`config.mk`:
```
export PLATFORM = sky130hd
export DESIGN_NAME = pll_lock_mon
export DESIGN_NICKNAME = d
export VERILOG_FILES = /design/src/rtl/lockdet_pkg.sv /design/src/rtl/ld_edge_sync.sv /design/src/rtl/ld_phase_cmp.sv /design/src/rtl/ld_run_filter.sv /design/src/rtl/ld_watchdog.sv /design/src/rtl/pll_lock_mon.sv
export SDC_FILE = /design/constraint.sdc
export NUM_CORES = 1
export LEC_CHECK = 0
export BUFFER_PORTS_ARGS = -buffer_cell sky130_fd_sc_hd__buf_2
export CAP_MARGIN = 20
export CORE_UTILIZATION = 59
export DETAILED_ROUTE_END_ITERATION = 12
export GPL_ROUTABILITY_DRIVEN = 1
export GPL_TIMING_DRIVEN = 0
export PLACE_DENSITY = 0.91
export SLEW_MARGIN = 30
export SYNTH_ARGS = -nofsm -noshare
export SYNTH_HDL_FRONTEND = slang
export SYNTH_SLANG_ARGS = --single-unit
export TNS_END_PERCENT = 50
```
`constraint.sdc`:
```
create_clock -name clk -period 2.46 [get_ports clk]
set_input_delay 0.369 -clock clk [delete_from_list [all_inputs] [get_ports clk]]
set_output_delay 0.369 -clock clk [all_outputs]
set_load 0.005 [all_outputs]
```
`src/rtl/lockdet_pkg.sv`:
```
package lockdet_pkg;

  // Verdict for one feedback edge, registered in the phase comparator.
  typedef struct packed {
    logic tick;  // a feedback edge was judged this cycle
    logic err;   // that edge was a phase error
  } phase_res_t;

  // Saturating increment against a ceiling value.
  function automatic logic [15:0] sat_inc16(input logic [15:0] v, input logic [15:0] ceil);
    return (v >= ceil) ? ceil : v + 16'd1;
  endfunction

endpackage

```
`src/rtl/ld_edge_sync.sv`:
```
module ld_edge_sync #(
  parameter int STAGES = 2
) (
  input  logic clk,
  input  logic rst_n,
  input  logic async_i,
  output logic rise_o
);
  // sh[0..STAGES-1] form the synchronizer; sh[STAGES] holds the previous level.
  logic [STAGES:0] sh;

  always_ff @(posedge clk or negedge rst_n) begin
    if (!rst_n) sh <= '0;
    else        sh <= {sh[STAGES-1:0], async_i};
  end

  assign rise_o = sh[STAGES-1] & ~sh[STAGES];
endmodule

```
`src/rtl/ld_phase_cmp.sv`:
```
module ld_phase_cmp
  import lockdet_pkg::*;
#(
  parameter int WIN_W = 8
) (
  input  logic             clk,
  input  logic             rst_n,
  input  logic             ref_rise_i,
  input  logic             fb_rise_i,
  input  logic [WIN_W-1:0] win_i,
  output phase_res_t       res_o
);
  localparam int EW = WIN_W + 1;
  localparam logic [EW-1:0] EL_MAX = '1;

  logic [EW-1:0] elapsed;
  logic          armed;
  logic          late;

  // An edge is late when no reference edge is pending or the gap exceeds the window.
  assign late = !armed || (elapsed > {1'b0, win_i});

  always_ff @(posedge clk or negedge rst_n) begin
    if (!rst_n) begin
      elapsed <= '0;
      armed   <= 1'b0;
      res_o   <= '0;
    end else begin
      if (ref_rise_i) begin
        elapsed <= EW'(1);
        armed   <= !fb_rise_i;   // a coincident feedback edge consumes this reference edge
      end else begin
        if (armed && elapsed != EL_MAX) elapsed <= elapsed + EW'(1);
        if (fb_rise_i) armed <= 1'b0;
      end
      res_o.tick <= fb_rise_i;
      res_o.err  <= fb_rise_i && !ref_rise_i && late;
    end
  end
endmodule

```
`src/rtl/ld_run_filter.sv`:
```
module ld_run_filter
  import lockdet_pkg::*;
#(
  parameter int DROP_RUN = 4,
  parameter int RISE_RUN = 32,
  parameter int EW = $clog2(DROP_RUN + 1),
  parameter int CW = $clog2(RISE_RUN + 1)
) (
  input  logic          clk,
  input  logic          rst_n,
  input  phase_res_t    res_i,
  input  logic          expired_i,
  output logic          lock_o,
  output logic [EW-1:0] err_run_o,
  output logic [CW-1:0] clean_run_o
);
  localparam logic [EW-1:0] DROP_CEIL = EW'(DROP_RUN);
  localparam logic [CW-1:0] RISE_CEIL = CW'(RISE_RUN);
  localparam logic [EW-1:0] DROP_LAST = EW'(DROP_RUN - 1);
  localparam logic [CW-1:0] RISE_LAST = CW'(RISE_RUN - 1);

  always_ff @(posedge clk or negedge rst_n) begin
    if (!rst_n) begin
      lock_o      <= 1'b0;
      err_run_o   <= '0;
      clean_run_o <= '0;
    end else if (expired_i) begin
      lock_o      <= 1'b0;
      err_run_o   <= '0;
      clean_run_o <= '0;
    end else if (res_i.tick) begin
      if (res_i.err) begin
        clean_run_o <= '0;
        err_run_o   <= EW'(sat_inc16(16'(err_run_o), 16'(DROP_CEIL)));
        if (err_run_o >= DROP_LAST) lock_o <= 1'b0;
      end else begin
        err_run_o   <= '0;
        clean_run_o <= CW'(sat_inc16(16'(clean_run_o), 16'(RISE_CEIL)));
        if (clean_run_o >= RISE_LAST) lock_o <= 1'b1;
      end
    end
  end
endmodule

```
`src/rtl/ld_watchdog.sv`:
```
module ld_watchdog #(
  parameter int DIV_W = 8,
  parameter int WD_W  = 8
) (
  input  logic             clk,
  input  logic             rst_n,
  input  logic             ref_rise_i,
  input  logic             fb_rise_i,
  input  logic [DIV_W-1:0] div_i,
  input  logic [WD_W-1:0]  limit_i,
  output logic             expired_o
);
  logic [DIV_W-1:0] pcnt;
  logic [DIV_W-1:0] div_last;
  logic [WD_W-1:0]  lim_eff;
  logic [WD_W-1:0]  wd_cnt;
  logic             tick;

  assign div_last = (div_i == '0) ? '0 : div_i - DIV_W'(1);
  assign lim_eff  = (limit_i == '0) ? WD_W'(1) : limit_i;
  assign tick     = ref_rise_i && (pcnt >= div_last);

  always_ff @(posedge clk or negedge rst_n) begin
    if (!rst_n) begin
      pcnt   <= '0;
      wd_cnt <= '0;
    end else begin
      if (ref_rise_i) pcnt <= tick ? '0 : pcnt + DIV_W'(1);
      if (fb_rise_i)                      wd_cnt <= '0;
      else if (tick && wd_cnt < lim_eff)  wd_cnt <= wd_cnt + WD_W'(1);
    end
  end

  assign expired_o = (wd_cnt >= lim_eff);
endmodule

```
`src/rtl/pll_lock_mon.sv`:
```
module pll_lock_mon
  import lockdet_pkg::*;
#(
  parameter int WIN_W    = 8,
  parameter int DIV_W    = 8,
  parameter int WD_W     = 8,
  parameter int DROP_RUN = 4,
  parameter int RISE_RUN = 32,
  parameter int STAGES   = 2
) (
  input  logic             clk,
  input  logic             rst_n,
  input  logic             ref_clk_i,
  input  logic             fb_clk_i,
  input  logic [WIN_W-1:0] win_cycles_i,
  input  logic [DIV_W-1:0] ref_div_i,
  input  logic [WD_W-1:0]  wd_limit_i,
  output logic             lock_o
);
  localparam int EW = $clog2(DROP_RUN + 1);
  localparam int CW = $clog2(RISE_RUN + 1);

  logic [1:0]    clk_in;
  logic [1:0]    rise;
  phase_res_t    ph_res;
  logic          ph_tick, ph_err;
  logic          wd_expired;
  logic [EW-1:0] err_run;
  logic [CW-1:0] clean_run;

  assign clk_in = {fb_clk_i, ref_clk_i};

  // Identical synchronizer per monitored clock: index 0 reference, 1 feedback.
  for (genvar g = 0; g < 2; g++) begin : g_sync
    ld_edge_sync #(.STAGES(STAGES)) u_sync (
      .clk(clk), .rst_n(rst_n), .async_i(clk_in[g]), .rise_o(rise[g])
    );
  end

  ld_phase_cmp #(.WIN_W(WIN_W)) u_cmp (
    .clk(clk), .rst_n(rst_n), .ref_rise_i(rise[0]), .fb_rise_i(rise[1]),
    .win_i(win_cycles_i), .res_o(ph_res)
  );

  assign ph_tick = ph_res.tick;
  assign ph_err  = ph_res.err;

  ld_watchdog #(.DIV_W(DIV_W), .WD_W(WD_W)) u_wd (
    .clk(clk), .rst_n(rst_n), .ref_rise_i(rise[0]), .fb_rise_i(rise[1]),
    .div_i(ref_div_i), .limit_i(wd_limit_i), .expired_o(wd_expired)
  );

  ld_run_filter #(.DROP_RUN(DROP_RUN), .RISE_RUN(RISE_RUN), .EW(EW), .CW(CW)) u_filt (
    .clk(clk), .rst_n(rst_n), .res_i(ph_res), .expired_i(wd_expired),
    .lock_o(lock_o), .err_run_o(err_run), .clean_run_o(clean_run)
  );
endmodule

```
Yosys cells after proc, flatten, opt, wreduce, memory -nomap -nowiden
Index checks and enable logic that the tools add are counted.

Bits in registers: 44. Input port bits: 28. Logic and storage cells: 70.

Add/sub/neg operators: 6. $lt $le $gt $ge: 8. Equal/unequal tests: 2. Multiplexer cells: 22. Bitwise logic cells: 4. Reduce and logical (&&, ||, !) cells: 17.

Operators by type and width (count): 8-bit two-way mux (5); 6-bit two-way mux (4); 9-bit two-way mux (2); 8-bit by 1-bit adder with 8-bit output, second input constant (2); 8-bit >= comparator (2); 8-bit zero test (2); 3-bit two-way mux (4); 9-bit by 1-bit adder with 9-bit output, second input constant (1); 9-bit by 8-bit greater-than comparator with 1-bit output (1); 9-bit inequality test, second input constant (1); 8-bit < comparator (1); 2-bit nonzero test (4); 8-bit by 1-bit subtractor with 8-bit output, second input constant (1); 1-bit two-way mux (7); 6-bit by 1-bit adder with 6-bit output, second input constant (1); 6-bit by 5-bit >= comparator with 1-bit output, second input constant (1); 6-bit >= comparator, second input constant (1); 1-bit logical AND (5); 3-bit by 1-bit adder with 3-bit output, second input constant (1); 3-bit by 2-bit >= comparator with 1-bit output, second input constant (1); 3-bit >= comparator, second input constant (1); 1-bit zero test (3); 3-bit by 1-bit inequality test with 1-bit output, second input constant (1); 3-bit AND reduction (1); 4 further kinds (6).

Logic depth before layout (Yosys ltp)
Gate-level depths: netlist of run 1.

Word-level depth: 7. Depth in mapped cells: 13. Gate-level depth less buffers: 12.

Cells and area by module
From an unflattened synthesis of run 1, not the netlist that was laid out.

Cell total of the unflattened synthesis: 311. Area, all modules: 2876.5 µm².

By module, submodules not included: ld_watchdog (instances 1, cells an instance 160, area each 1347.5 µm², sequential area each 400.4 µm²); ld_phase_cmp (instances 1, cells an instance 81, area each 763.2 µm², sequential area each 300.3 µm²); ld_run_filter (instances 1, cells an instance 62, area each 588.1 µm², sequential area each 250.2 µm²); ld_edge_sync (instances 2, cells an instance 4, area each 88.8 µm², sequential area each 75.1 µm²).

Worst setup path before layout of run 1
No wires, ideal clock.

Kind: input -> register. Start point: input port ref_div_i[0]. End point: register u_wd.pcnt[3]. Arrival: 2.846 ns. Path slack: -0.463 ns. Stages on the path: 12. Path buffers: 0. Cell sequence: inv_1 -> ha_1 -> nor2b_1 -> nand3b_1 -> or3_1 -> and2_1 -> ha_1 -> nand2b_4 -> a2111oi_4 -> o31ai_1 -> or4_1 -> o21ai_1.

Longest elaborated chain between the ends: 5. Elaborated cells between the ends (all ways): 6. Those cells by class: add/sub (1); order compare (1); mux (2); reduce/logical (2).

Ends and longest elaborated chain: start: declaration (RTL line pll_lock_mon.sv:16) `input logic [DIV_W-1:0] ref_div_i,`; 8-bit by 1-bit subtractor with 8-bit output / 8-bit zero test (equally long branches) (RTL line ld_watchdog.sv:19) `assign div_last = (div_i == '0) ? '0 : div_i - DIV_W'(1);`; 8-bit two-way mux * (RTL line ld_watchdog.sv:19); 8-bit >= comparator * (RTL line ld_watchdog.sv:21) `assign tick = ref_rise_i && (pcnt >= div_last);`; 1-bit logical AND * (RTL line ld_watchdog.sv:21); 8-bit two-way mux * (RTL line ld_watchdog.sv:28) `if (ref_rise_i) pcnt <= tick ? '0 : pcnt + DIV_W'(1);`; end signal: assignment (RTL line ld_watchdog.sv:28); end: declaration (RTL line ld_watchdog.sv:13) `logic [DIV_W-1:0] pcnt;`.

Every way passes the cells marked *; elsewhere a longest branch is shown, timed or not. A chain may end at the register's enable or synchronous reset.

Worst setup path after layout of run 1
Start point: input port ref_div_i[0]. End point: register u_wd.wd_cnt[4].

Longest elaborated chain between the ends: 6. Elaborated cells between the ends (all ways): 7. Those cells by class: add/sub (1); order compare (1); mux (1); reduce/logical (4).

Ends and longest elaborated chain: 8-bit by 1-bit subtractor with 8-bit output / 8-bit zero test (equally long branches) (RTL line ld_watchdog.sv:19); 8-bit two-way mux * (RTL line ld_watchdog.sv:19); 8-bit >= comparator * (RTL line ld_watchdog.sv:21); 1-bit logical AND * (RTL line ld_watchdog.sv:21); 1-bit logical AND * (RTL line ld_watchdog.sv:30) `else if (tick && wd_cnt < lim_eff) wd_cnt <= wd_cnt + WD_W'(1);`; 2-bit nonzero test (no line) *; end signal: assignment (RTL line ld_watchdog.sv:30); end: declaration (RTL line ld_watchdog.sv:16) `logic [WD_W-1:0] wd_cnt;`.

Marked as above.

==> results of run 1 <==
==> metal layers <==
metal | global-route usage | up-vias
li1 | - | 1180
met1 | 0.321 | 1179
met2 | 0.430 | 83
met3 | 0.0511 | 34
met4 | 0.102 | 0
met5 | 0 | -
==> worst max-delay path, delay by kind of cell <==
kind	cells	cell delay (ns)
fa+ha+maj	2	0.37
buf+inv	3	0.32
compound gates	2	0.37
simple gates	6	1.21
mux	1	0.22
==> cells in the mapped netlist, drive strengths merged (3+ instances only) <==
cell	count	share of area
a21oi	14	0.025
and3	6	0.013
clkbuf	4	0.0051
dfrtp	44	0.37
ha	34	0.14
inv	28	0.036
mux2i	12	0.041
nand2	28	0.036
nand2b	12	0.028
nand3	12	0.020
nand4	8	0.017
nor2	26	0.033
nor2b	10	0.021
nor3	5	0.012
nor3b	4	0.010
nor4	5	0.022
nor4b	3	0.014
o21a	3	0.0076
o21ai	13	0.022
xnor2	4	0.012
xor2	10	0.030
==> repair_timing <==
action / CTS / global route
gates cloned: 1 / 0
buffers inserted: 6 / 2
setup endpoints to repair: 14 / 16
resized for setup: 11 / 10
pin swaps: 12 / 3
==> flip-flops by register name, summed over array words and instances (netlist names) <==
| signal | flops |
|---|---|
| u_cmp.elapsed | 9 |
| u_cmp.armed | 1 |
| g_sync.u_sync.sh | 6 |
| u_filt.lock_o | 1 |
| u_filt.clean_run_o | 6 |
| u_wd.pcnt | 8 |
| u_cmp.res_o | 2 |
| u_wd.wd_cnt | 8 |
| u_filt.err_run_o | 3 |
==> worst max-delay path by stage <==
| stage | startpoint | to | slack, ns | depth (start not counted) |
|---|---|---|---|---|
| floorplan | ref_div_i[1] | u_wd.wd_cnt[4] | -0.19 | 13 |
| global placement | ref_div_i[1] | u_wd.wd_cnt[1] | -0.51 | 14 |
| detailed placement | ref_div_i[1] | u_wd.pcnt[2] | -0.60 | 14 |
| CTS | ref_div_i[0] | u_wd.wd_cnt[4] | -0.23 | 14 |
| global route | ref_div_i[0] | u_wd.wd_cnt[4] | -0.30 | 14 |
| finish | ref_div_i[0] | u_wd.wd_cnt[4] | -0.18 | 14 |
==> metrics by stage <==
step / setup slack, ns / hold WS (ns) / cells / utilization
final: -0.177 / 0.0558 / 424 / 0.733
after floorplan: -0.189 / 0.0734 / 312 / -
after global placement: -0.510 / 0.333 / 407 / 0.682
after CTS: -0.227 / 0.174 / 422 / 0.720
after global routing: -0.296 / 0.0976 / 424 / 0.733
after detailed placement: -0.598 / 0.345 / 407 / 0.682
==> power breakdown <==
group	internal (W)	switching (W)	leakage, nW
sequential	0.000853	0.000160	0.580
clock	0.000229	0.000231	0.0455
combinational	0.000408	0.000473	1.04
==> final cells by class <==
| class | count | area, um2 | share of cell area |
|---|---|---|---|
| sequential | 44 | 1100 | 0.314 |
| buffer | 6 | 30.0 | 0.00857 |
| tap | 67 | 83.8 | 0.0239 |
| clock buffer | 8 | 90.1 | 0.0257 |
| timing repair buffer | 37 | 243 | 0.0692 |
| inverter | 28 | 130 | 0.0371 |
| multi-input combinational | 234 | 1830 | 0.521 |
==> kinds of logic after synthesis <==
kind of cell | count (synthesis) | share of synthesized area
compound gates | 45 | 0.104
xor+xnor | 14 | 0.0415
fa+ha+maj | 34 | 0.144
buf+inv | 34 | 0.0457
flops | 44 | 0.373
mux | 13 | 0.0445
simple gates | 128 | 0.248
==> results.json, run 1 <==
{
  "status": "finished, violations left",
  "failed_checks": "setup timing",
  "crit_chain": "buf_8 > clkinv_8 > ha_4 > nor2b_4 > nand3b_1 > or3_4 > and2_4 > ha_4 > nand2b_4 > a2111oi_4 > o31a_1 > buf_6 > nor4b_4 > mux2i_1",
  "antennaDiodeCount": 0,
  "fillers": 339,
  "syn2layout_area_growth_pct": 18.6,
  "maxSlewHeadroom": 0.430,
  "synth_cells": 312,
  "grt_setup_unrepaired": "true",
  "synth.avg_cell_area_um2": 9.47,
  "first_global_vias": 2354,
  "routedWlPerCell_um": 15.7,
  "fin_skew_ns": 0.00548,
  "final-max-slew-violation-count": 0,
  "drcViolationCount": 0,
  "fmax_mhz": 379,
  "insertion_delay_ns": 0.29,
  "ys_ff_latch": 44,
  "first_iter_violations": 129,
  "p_leak_nw": 1.66,
  "worstPathRequired_ns": 2.67,
  "synth_cell_type_count": 49,
  "maxCapViolCount": 0,
  "synthFlopType": "dfrtp_1",
  "worstPathArrival_ns": 2.85,
  "max-vdd-ir-drop_uv": 565,
  "grt_usage": 0.255,
  "highest_layer": "met4",
  "cp-end-kind": "flip-flop",
  "m1WireLength_mm": 2.70,
  "fin_nets": 418,
  "cp_slowest_cell": "or3_4",
  "fp.dieArea_um2": 5300,
  "syn_area_um2": 2960,
  "ioPinCount": 29,
  "die_h_um": 72.8,
  "timing.rr.start": "u_cmp.elapsed[2]",
  "mostFrequentLayoutCell": "dfrtp_1",
  "clk_pin_slew_ns": 0.08,
  "yosysWarnings": 0,
  "crit_fanout": 5,
  "wl_met2_mm": 3.39,
  "timing.final.ws_setup_ns": -0.177,
  "wl_met3_um": 300,
  "final_cell_mix": "dfrtp_1 (44), ha_1 (32), nand2_1 (28)",
  "power_w": 0.00235,
  "clock-root-buffer": "clkbuf_8",
  "setup_tns_ns": -1.90,
  "min_path_type": "in2async",
  "synthArstFlopShare": 1.00,
  "first_pass_iters": 5,
  "die_x_um": 72.8,
  "finalWorstPathRequiredPeriod_ns": 2.64,
  "start_util": 0.618,
  "crit_top_cell": "ha_4",
  "clkSinkCount": 44,
  "ys_seq_area_frac": 0.373,
  "antenna_found_initial": 0,
  "grt_pass1_wl_mm": 10.4,
  "max_stage_delay_ns": 0.38,
  "ant_nets": 0,
  "synth_nets": 374,
  "cp-start-kind": "input port",
  "wl_mm": 6.65,
  "clk_path_buf_depth": 2,
  "powerDensity_nw_per_um2": 671,
  "cts_hold_buffers": 0,
  "dpl.hpwl_mm": 4.35,
  "synth_edf_count": 0,
  "tritoncts": "yes",
  "row_count": 25,
  "cts_made_buffers": 5,
  "overflow": 0,
  "worstMarginPinSlew_ns": 0.849,
  "hold_violations": 0,
  "port_buffers": 28,
  "worstRegToRegCells": 10,
  "place_area_um2": 3270,
  "grt_max_degree": 45,
  "r2r-end": "u_cmp.elapsed[5]",
  "avgViaCountPerCell": 5.84,
  "drive_gt1_frac": 0.202,
  "path_class": "in2reg",
  "final_cell_area_um2": 3510,
  "coreArea_um2": 4790,
  "setup_viol": 14,
  "htreeDepth": 2,
  "via_count": 2476,
  "routabilityCongestion": 0.834,
  "rrSetupSlack_ns": 0.33,
  "fin_crit_sh": 1.07
}
Power figures use the tool's default switching activity.
==> run 2, diff against run 1 <==
- PLACE_DENSITY: 0.91 -> 0.85
- RECOVER_POWER: not set -> 50
==> results.json, run 2 (synthesis gave the netlist of run 1 again) <==
{
  "crit_top_cell": "ha_4",
  "fillers": 351,
  "tritoncts": "yes",
  "ioPinCount": 29,
  "fp.dieArea_um2": 5300,
  "top_regs": "u_cmp.elapsed x9, u_wd.pcnt x8, u_wd.wd_cnt x8",
  "first_iter_violations": 85,
  "dpl.cell_count": 407,
  "failed_checks": "setup timing",
  "fin_nets": 416,
  "timing.final.ws_setup_ns": -0.175,
  "hold_violations": 0,
  "max_stage_delay_ns": 0.41,
  "ant_nets": 0,
  "worstMarginPinSlew_ns": 1.04,
  "via_count": 2370,
  "cp-end-kind": "flip-flop",
  "cp_slowest_cell": "or3_4",
  "finalWorstPathRequiredPeriod_ns": 2.64,
  "p_leak_nw": 1.65,
  "worstPathRequired_ns": 2.64,
  "clk_pin_slew_ns": 0.08,
  "cts_made_buffers": 5,
  "status": "finished, violations left",
  "rrSetupSlack_ns": 0.34,
  "clkSinkCount": 44,
  "grt_usage": 0.239,
  "antenna_found_initial": 0,
  "fmax_mhz": 379,
  "grt_setup_unrepaired": "true",
  "critical-path-top-delay-family": "simple AND/OR/NAND/NOR gates",
  "first_pass_iters": 7,
  "max-vdd-ir-drop_uv": 495,
  "largest_reg_flops": 9,
  "dpl.hpwl_mm": 4.20,
  "critPathBufInv": 3,
  "avgViaCountPerCell": 5.62,
  "post_layout_nonfiller_instances": 422,
  "port_buffers": 28,
  "crit_fanout": 5,
  "powerDensity_nw_per_um2": 679,
  "grt_pass1_wl_mm": 9.78,
  "syn2layout_area_growth_pct": 19.5,
  "clock-root-buffer": "clkbuf_8",
  "wl_mm": 5.78,
  "crit_chain": "buf_8 > clkinv_8 > ha_4 > nor2b_4 > nand3b_1 > or3_4 > and2_4 > ha_4 > nand2b_4 > a2111oi_4 > o31a_1 > buf_6 > nor4_4 > mux2i_1",
  "whs_ns": 0.172,
  "drcViolationCount": 0,
  "final_cell_mix": "dfrtp_1 (44), ha_1 (30), nand2_1 (28)",
  "fin_crit_sh": 1.07,
  "max_flop_register": "u_cmp.elapsed",
  "start_util": 0.618,
  "die_x_um": 72.8,
  "routabilityCongestion": 0.831,
  "worstPathArrival_ns": 2.81,
  "insertion_delay_ns": 0.30,
  "antennaDiodeCount": 0,
  "grt_max_degree": 45,
  "power_w": 0.00240,
  "maxCapViolCount": 0,
  "row_count": 25,
  "final-max-slew-violation-count": 0,
  "path_class": "in2reg",
  "min_path_type": "in2reg",
  "first_global_vias": 2318,
  "mostFrequentLayoutCell": "dfrtp_1",
  "drive_gt1_frac": 0.208,
  "setup_viol": 14,
  "htreeDepth": 2,
  "coreArea_um2": 4790,
  "cts_hold_buffers": 0,
  "overflow": 0,
  "die_h_um": 72.8,
  "cp-start-kind": "input port",
  "clk_path_buf_depth": 2,
  "fin_skew_ns": 0.00719,
  "maxSlewHeadroom": 0.305,
  "post-place-ws_ns": -0.629,
  "routedWlPerCell_um": 13.7
}
-- run 2: final cells by class --
cell class,instances,area (um2),area share
Sequential cell,44,1100,0.312
Clock inverter,3,46.3,0.0131
Buffer,6,30.0,0.00850
Tap cell,67,83.8,0.0237
Multi-Input combinational cell,234,1850,0.524
Timing Repair Buffer,35,221,0.0627
Inverter,28,130,0.0369
Clock buffer,5,68.8,0.0195
-- run 2: routing by layer --
metal	track usage	routed length, um
met2	0.434	3070
met5	0	0
met3	0.0414	132
met4	0.0654	26
met1	0.291	2550
-- run 2: stage by stage --
| stage | area [um2] | TNS [ns] | utilization |
|---|---|---|---|
| finish | 3530 | -1.97 | 0.738 |
| floorplan | 3040 | -2.28 | - |
| global route | 3530 | -3.36 | 0.738 |
| detailed placement | 3270 | -9.12 | 0.682 |
| CTS | 3470 | -2.08 | 0.725 |
| global placement | 3270 | -7.41 | 0.682 |
-- run 2: repair_timing --
item	in CTS	in global routing
pin swaps	12	9
gates cloned	1	0
resized for setup	13	11
endpoints found under the setup margin	14	14
setup buffers	5	1
-- run 2: power breakdown --
| group | total [W] | internal, W | leakage (nW) | switching (W) |
|---|---|---|---|---|
| Clock | 0.000562 | 0.000306 | 0.0548 | 0.000256 |
| Combinational | 0.000832 | 0.000394 | 1.02 | 0.000438 |
| Sequential | 0.00100 | 0.000853 | 0.580 | 0.000149 |
| Total | 0.00240 | 0.00155 | 1.65 | 0.000843 |
-- run 2: path summary, 6_finish.rpt --
path / startpoint / cells after the start / to
worst max-delay path: ref_div_i[0] / 14 / u_wd.wd_cnt[3]
worst min-delay path: fb_clk_i / 1 / g_sync[1].u_sync.sh[0]
worst max register to register: u_cmp.elapsed[2] / 10 / u_cmp.elapsed[3]
worst min register to register: g_sync[1].u_sync.sh[0] / 0 / g_sync[1].u_sync.sh[1]
max in group asynchronous: rst_n / 1 / u_cmp.elapsed[5]
min in group asynchronous: rst_n / 1 / u_cmp.elapsed[4]
==> run 3, diff against run 2 <==
- CORE_UTILIZATION: 59 -> 60
- PLACE_DENSITY: 0.85 -> 0.86
- clock period: 2.46 -> 3.2 ns (I/O delays scaled with it)
==> results.json, run 3 (synthesis gave the netlist of run 1 again) <==
{
  "post_cts_buffers": 0,
  "crit_fanout": 6,
  "clk_pin_slew_ns": 0.08,
  "ant_nets": 0,
  "coreArea_um2": 4720,
  "fin_skew_ns": 0.00340,
  "dpl.hpwl_mm": 4.10,
  "via_count": 2307,
  "worstPathRequired_ns": 3.42,
  "insertion_delay_ns": 0.29,
  "failed_checks": "capacitance limit, slew limit",
  "antenna_found_initial": 0,
  "largest_reg_flops": 9,
  "post-route-util": 0.699,
  "maxSlewHeadroom": -0.505,
  "fp.dieArea_um2": 5210,
  "first_pass_iters": 4,
  "fin_crit_sh": 0.963,
  "worstPathArrival_ns": 3.31,
  "grt_pass1_wl_mm": 9.31,
  "fillers": 363,
  "post_cts_resized": 0,
  "maxCapViolCount": 1,
  "row_count": 25,
  "cts_hold_buffers": 0,
  "max-vdd-ir-drop_uv": 433,
  "die_x_um": 72.2,
  "routedWlPerCell_um": 13.0,
  "die_h_um": 72.2,
  "max_flop_register": "u_cmp.elapsed",
  "grt_max_degree": 45,
  "avgViaCountPerCell": 5.56,
  "cp-start-kind": "input port",
  "fin_nets": 409,
  "cp-end-kind": "flip-flop",
  "min_path_type": "in2reg",
  "first_iter_violations": 146,
  "first_global_vias": 2233,
  "mostFrequentLayoutCell": "dfrtp_1",
  "clk_path_buf_depth": 2,
  "fmax_mhz": 324,
  "wl_mm": 5.41,
  "p_leak_nw": 1.61,
  "ioPinCount": 29,
  "grt_usage": 0.227,
  "path_class": "in2reg",
  "powerDensity_nw_per_um2": 531,
  "clock-root-buffer": "clkbuf_8",
  "hold_violations": 0,
  "tritoncts": "yes",
  "drive_gt1_frac": 0.141,
  "worstMarginPinSlew_ns": 2.26,
  "drcViolationCount": 0,
  "setup_viol": 0,
  "routabilityCongestion": 0.811,
  "finalWorstPathRequiredPeriod_ns": 3.08,
  "cts_made_buffers": 5,
  "port_buffers": 28,
  "grt_setup_unrepaired": "false",
  "final-max-slew-violation-count": 45,
  "status": "finished, violations left",
  "whs_ns": 0.286,
  "clkSinkCount": 44,
  "htreeDepth": 2,
  "antennaDiodeCount": 0,
  "start_util": 0.626,
  "overflow": 0,
  "syn2layout_area_growth_pct": 11.7,
  "top_regs": "u_cmp.elapsed x9, u_wd.pcnt x8, u_wd.wd_cnt x8",
  "final_cell_mix": "dfrtp_1 (44), ha_1 (34), inv_1 (28), nand2_1 (28), buf_2 (27)"
}
[run 3: cell count changes in the layout (fill, tap and decap cells not counted), moves of 3 or more]
cell / previous run / this run
buf_4: 6 / 0
ha_4: 3 / 0
nor4_4: 4 / 1
nor4_2: 0 / 3
ha_1: 30 / 34
[run 3: per-layer routing]
metal | up-vias | share of wire | global-route usage
li1 | 1162 | - | -
met1 | 1114 | 0.48 | 0.281
met2 | 25 | 0.49 | 0.408
met3 | 6 | 0.025 | 0.0458
met4 | 0 | 0.0089 | 0.0523
met5 | - | 0 | 0
[run 3: metrics by stage]
stage / setup WS [ns] / setup TNS, ns / instance area (um2) / instances / power [W]
floorplan: 0.166 / 0 / 2960 / 312 / 0.00117
global placement: -0.144 / -1.38 / 3180 / 407 / 0.00128
detailed placement: -0.259 / -2.61 / 3180 / 407 / 0.00132
CTS: 0.0455 / 0 / 3300 / 415 / 0.00177
global route: 0.00309 / 0 / 3300 / 415 / 0.00188
finish: 0.117 / 0 / 3300 / 415 / 0.00175
[run 3: final cells by class]
class	instances	area (um2)	area share
well taps	67	83.8	0.0254
inverters	28	105	0.0318
plain buffers	6	30.0	0.00909
repair buffers	28	139	0.0421
clock buffers	6	82.6	0.0250
clock inverters	2	38.8	0.0117
flip-flops and latches	44	1100	0.333
multi-input cells	234	1720	0.521
[run 3: worst max-delay path, stage by stage]
cell and delay (ns):
buf_2 0.10, inv_1 0.07, ha_1 0.16, nor2b_2 0.20
nand3b_1 0.14, or3_1 0.41, and2_1 0.19, ha_1 0.27
nand2b_4 0.15, a2111oi_4 0.37, o31ai_1 0.18, or4_1 0.49
o21ai_1 0.09
[run 3: path summary, 6_finish.rpt]
check	startpoint	to	slack, ns	cells after the start
setup reg to reg	u_wd.pcnt[0]	u_wd.pcnt[3]	1.05	7
min in group asynchronous	rst_n	u_cmp.elapsed[3]	0.85	1
hold / removal	fb_clk_i	g_sync[1].u_sync.sh[0]	0.29	1
hold reg to reg	g_sync[1].u_sync.sh[0]	g_sync[1].u_sync.sh[1]	0.35	0
max in group asynchronous	rst_n	u_cmp.elapsed[8]	1.07	1
setup / recovery	ref_div_i[0]	u_wd.pcnt[3]	0.12	13
[run 3: power breakdown]
group          switching [W]  leakage [nW]  internal (W)  total [W]
combinational       0.000292         0.966      0.000250   0.000542
clock               0.000191        0.0614      0.000255   0.000447
sequential          0.000109         0.580      0.000656   0.000765
total               0.000592          1.61       0.00116    0.00175
